## src/rtl/sat_pred_pkg.sv

```systemverilog
package sat_pred_pkg;
  typedef enum logic {
    DIR_NOT_TAKEN = 1'b0,
    DIR_TAKEN     = 1'b1
  } dir_e;
endpackage

```

## src/rtl/sat_ctr_step.sv

```systemverilog
module sat_ctr_step #(
  parameter int CTR_W = 2
) (
  input  logic [CTR_W-1:0]  ctr_i,
  input  sat_pred_pkg::dir_e dir_i,
  output logic [CTR_W-1:0]  ctr_o
);
  localparam logic [CTR_W-1:0] CTR_MAX = '1;
  localparam logic [CTR_W-1:0] CTR_MIN = '0;

  always_comb begin
    ctr_o = ctr_i;
    if (dir_i == sat_pred_pkg::DIR_TAKEN) begin
      if (ctr_i != CTR_MAX) ctr_o = ctr_i + CTR_W'(1);
    end else begin
      if (ctr_i != CTR_MIN) ctr_o = ctr_i - CTR_W'(1);
    end
  end
endmodule

```

## src/rtl/sat_ctr_bank.sv

```systemverilog
module sat_ctr_bank #(
  parameter int IDX_W = 6,
  parameter int CTR_W = 2
) (
  input  logic             clk_i,
  input  logic             rst_ni,
  input  logic [IDX_W-1:0] rd_a_idx_i,
  output logic [CTR_W-1:0] rd_a_ctr_o,
  input  logic [IDX_W-1:0] rd_b_idx_i,
  output logic [CTR_W-1:0] rd_b_ctr_o,
  input  logic             wr_en_i,
  input  logic [IDX_W-1:0] wr_idx_i,
  input  logic [CTR_W-1:0] wr_ctr_i
);
  localparam int ENTRIES = 1 << IDX_W;
  // weakly not-taken: one below the threshold
  localparam logic [CTR_W-1:0] CTR_RST = CTR_W'((1 << (CTR_W - 1)) - 1);

  logic [CTR_W-1:0] ctr_q [ENTRIES];

  for (genvar e = 0; e < ENTRIES; e++) begin : g_entry
    always_ff @(posedge clk_i or negedge rst_ni) begin
      if (!rst_ni)                                 ctr_q[e] <= CTR_RST;
      else if (wr_en_i && wr_idx_i == IDX_W'(e))   ctr_q[e] <= wr_ctr_i;
    end
  end

  assign rd_a_ctr_o = ctr_q[rd_a_idx_i];
  assign rd_b_ctr_o = ctr_q[rd_b_idx_i];
endmodule

```

## src/rtl/sat_ctr_predictor.sv

```systemverilog
module sat_ctr_predictor #(
  parameter int ADDR_W = 32,
  parameter int IDX_W  = 6,
  parameter int CTR_W  = 2
) (
  input  logic              clk_i,
  input  logic              rst_ni,
  input  logic [ADDR_W-1:0] lookup_addr_i,
  output logic              lookup_taken_o,
  input  logic              upd_valid_i,
  input  logic [ADDR_W-1:0] upd_addr_i,
  input  logic              upd_taken_i
);
  logic [IDX_W-1:0] lkp_idx, upd_idx;
  logic [CTR_W-1:0] rd_ctr, old_ctr, new_ctr;
  sat_pred_pkg::dir_e upd_dir;

  assign lkp_idx = lookup_addr_i[IDX_W-1:0];
  assign upd_idx = upd_addr_i[IDX_W-1:0];
  assign upd_dir = upd_taken_i ? sat_pred_pkg::DIR_TAKEN : sat_pred_pkg::DIR_NOT_TAKEN;

  sat_ctr_bank #(.IDX_W(IDX_W), .CTR_W(CTR_W)) i_bank (
    .clk_i      (clk_i),
    .rst_ni     (rst_ni),
    .rd_a_idx_i (lkp_idx),
    .rd_a_ctr_o (rd_ctr),
    .rd_b_idx_i (upd_idx),
    .rd_b_ctr_o (old_ctr),
    .wr_en_i    (upd_valid_i),
    .wr_idx_i   (upd_idx),
    .wr_ctr_i   (new_ctr)
  );

  sat_ctr_step #(.CTR_W(CTR_W)) i_step (
    .ctr_i (old_ctr),
    .dir_i (upd_dir),
    .ctr_o (new_ctr)
  );

  // threshold 2^(CTR_W-1) is the counter MSB
  assign lookup_taken_o = rd_ctr[CTR_W-1];
endmodule

```

## config.mk

```make
export PLATFORM = sky130hd
export DESIGN_NAME = sat_ctr_predictor
export DESIGN_NICKNAME = d
export VERILOG_FILES = /design/src/rtl/sat_pred_pkg.sv /design/src/rtl/sat_ctr_step.sv /design/src/rtl/sat_ctr_bank.sv /design/src/rtl/sat_ctr_predictor.sv
export SDC_FILE = /design/constraint.sdc
export NUM_CORES = 1
export LEC_CHECK = 0
export BUFFER_PORTS_ARGS = -buffer_cell sky130_fd_sc_hd__buf_2
export CORE_UTILIZATION = 31
export DETAILED_ROUTE_END_ITERATION = 8
export GPL_TIMING_DRIVEN = 0
export RECOVER_POWER = 100
export SYNTH_ARGS = -nofsm -noshare
export SYNTH_HDL_FRONTEND = slang
export SYNTH_SLANG_ARGS = --single-unit
```

## constraint.sdc

```tcl
create_clock -name clk_i -period 5.2 [get_ports clk_i]
set_clock_uncertainty 0.05 [all_clocks]
set_input_delay 1.04 -clock clk_i [delete_from_list [all_inputs] [get_ports clk_i]]
set_output_delay 1.04 -clock clk_i [all_outputs]
set_load 0.005 [all_outputs]
```

==> reports/results.ini <==
[worst_hold_path]
min_path_type = reg -> reg

[drt]
detail_route.iter0.violations = 301
routed-via-count = 4639
drt_wl_total_mm = 19.1
detailed_routing_iteration_count_for_the_pre_antenna_repair_pass = 6
post-route-drc-count = 0
antenna_left = 0
route.detailed.wl_per_inst_um = 23.5
vias_per_cell = 5.71

[floorplan]
dieHeight_um = 152
io_pins = 69
core_sq_um = 21900
initial_core_util = 0.318
std_cell_rows = 54
dieArea_sq_um = 23000
chipWidth_um = 152

[timing]
final_critical_path_setup_slack_ns = 0.240
fmaxAchievable_mhz = 202
hold_viol_final = 0
maxSlewViolCount = 64
clock_period_minus_final_worst_setup_slack_ns = 4.96
setup-violations-final = 0
fin_tns_setup_ns = 0
period_share = 0.954
relSlewSlack = -1.32
worst-slew-pin-transition_ns = 3.49
rsz0062_at_grt = false

[cells_and_area]
seqCellArea_sq_um = 3280
max_flop_register = i_bank.ctr_q
finalNetCount = 588
area_growth_pct = 13.0
largest_reg_flops = 128
antennaDiodeCount = 0
final_layout_size_suffix_gt1_frac = 0.546
reg.largest.list = i_bank.ctr_q: 128 flops
fill_cells = 2114
final_cell_count_no_fill = 813
multi_input_area_sq_um = 3360

[placed_design]
buffer_ports.inserted = 13
placement.setup.worst_slack_ns = 0.242
placed_cells = 781
globalplace.congestion = 0.918
detailed_place_hpwl_mm = 13.6

[setup_path]
maximum_fanout_along_the_worst_path = 10
worst_path_largest_cell_delay_ns = 0.56
critical_path.cell_chain = clkbuf_1 -> clkbuf_2 -> mux4_2 -> mux4_2 -> mux4_2 -> buf_2
crit_required_ns = 4.11
cpMaxStageDelayCell = mux4_2
worst_path_most_repeated_cell = mux4_2
critPathBufInv = 3
crit_type = in -> out
cp_top_family = multiplexers
worstPathArrival_ns = 3.87
endpoint_kind = output port
start_kind = primary input

[power]
swShare = 0.261
pwr-share-clk = 0.409
total_switching_power_uw = 763
irDropWorstVdd_v = 0.000180
seq_power_share = 0.435
power.density_nw_per_um2 = 372
cell_internal_pwr_uw = 2160
pwr-share-comb = 0.156
power.static_leakage_uw = 0.00324

[yosys]
synth_edf_count = 0
post_synth_main_area_contributors = dfstp_2 24%, dfrtp_1 23%, mux2_2 19%
synthMostInstantiatedCell = mux2_2
ys_warn_count = 0
postSynthNetCount = 554
yosys.cell_types.count = 36
share_of_the_synthesized_area_in_the_top_cell_type = 0.242
netlist_area_sq_um = 6960
synth_sequential_area_ratio = 0.472
synth_cells = 486
count_of_state_elements_after_synthesis = 128
synthDominantAreaCellType = dfstp_2
synth_top_flop_cell = dfstp_2
synth-async-reset-ratio = 1.00
syn-mean-instance-area_sq_um = 14.3
netlist_top_cells_count = 118 x mux2_2, 64 x dfrtp_1, 64 x dfstp_2

[clocking]
cts_made_buffers = 17
worstSkewPairLatency_ns = 0.43
clk_path_buf_depth = 2
cts_tree = built
clk_pin_slew_ns = 0.05
cts.repair_timing.setup_buffer_count = 0
htree_num_levels = 4
post_cts_hold_buffer_count = 0
clockRootBuffer = clkbuf_16
cts_num_sinks = 128
post_cts_resize_count = 0

[global_routing]
grt_pass1_wl_mm = 29.6
antenna_violations_before_repair = 0
grt_max_degree = 66
overflow = 0
groute.usage.overall = 0.174
grt_pass1_vias = 4929

[status]
outcome = finished with violations
violations_in_the_final_reports = capacitance limit, slew limit

[flow_run]
max_cap_viol_count = 1

## cell type report
cell class                 instances  share of cell area
multi-input combinational        322               0.427
sequential                       128               0.418
clock buffer                      20              0.0594
tap                              280              0.0446
buffer                            35              0.0221
clock inverter                    12              0.0170
timing repair buffer              15              0.0121
inverter                           1            0.000477
## through the flow
step	instance area (sq um)	utilization	hold WS [ns]	power (uW)
after CTS	8010	0.366	0.475	2980
after detailed placement	7410	0.339	0.463	1780
after floorplan	6960	-	0.438	1600
final	7860	0.359	0.480	2920
after global placement	7370	0.337	0.455	1750
after global routing	7860	0.359	0.493	3040
## layer usage
metal,track usage,up-vias,part of all wire
met2,0.262,199,0.46
met4,0.0914,0,0.044
met5,0,-,0
met3,0.0536,64,0.071
li1,-,1923,-
met1,0.224,2453,0.42
## cells by family after synthesis
| logic type | share of synthesized area |
|---|---|
| AOI/OAI and AO/OA | 0.0216 |
| buffers and inverters | 0.0408 |
| muxes | 0.388 |
| DFF | 0.472 |
| and+or+nand+nor | 0.0772 |
## final timing paths
check                                               from                       endpoint  slack, ns  depth (start not counted)
max in group asynchronous                         rst_ni  i_bank.ctr_q[125]$_DFFE_PN0P_       1.39                          1
hold reg to reg             i_bank.ctr_q[59]$_DFFE_PN0P_   i_bank.ctr_q[59]$_DFFE_PN0P_       0.48                          1
setup / recovery                        lookup_addr_i[0]                 lookup_taken_o       0.24                          6
setup reg to reg           i_bank.ctr_q[112]$_DFFE_PN1P_  i_bank.ctr_q[111]$_DFFE_PN0P_       1.90                          8
min in group asynchronous                         rst_ni   i_bank.ctr_q[95]$_DFFE_PN0P_       1.73                          1
hold / removal              i_bank.ctr_q[59]$_DFFE_PN0P_   i_bank.ctr_q[59]$_DFFE_PN0P_       0.48                          1
## cells in the final DEF, fill, tap and decap left out, types with 3 or more instances in the layout
cell        netlist  layout
nor3_1            6       6
mux2_1            0       9
or3b_2            4       4
clkbuf_1          9      27
nand2_1          51      51
clkinvlp_4        0       5
buf_2             7      17
clkbuf_16         0      17
mux4_1            8       8
mux4_2           45      45
clkbuf_8          0       3
o21ai_0           3       3
mux2_2          118     118
dfstp_2          64      64
dfrtp_1          64      64
nand2b_1          4       4
nand3b_1          4       4
nor2_1           31      31
or2_2             4       4
o22ai_1          16      16
## power groups by stage
stage          Clock, uW  Sequential (uW)  Combinational (uW)
5_1_grt             1260             1290                 486
3_5_place_dp           0             1290                 491
6_report            1190             1270                 457
2_1_floorplan          0             1250                 358
3_3_place_gp           0             1270                 478
4_1_cts             1210             1270                 494
(Power assumes the default switching activity.)
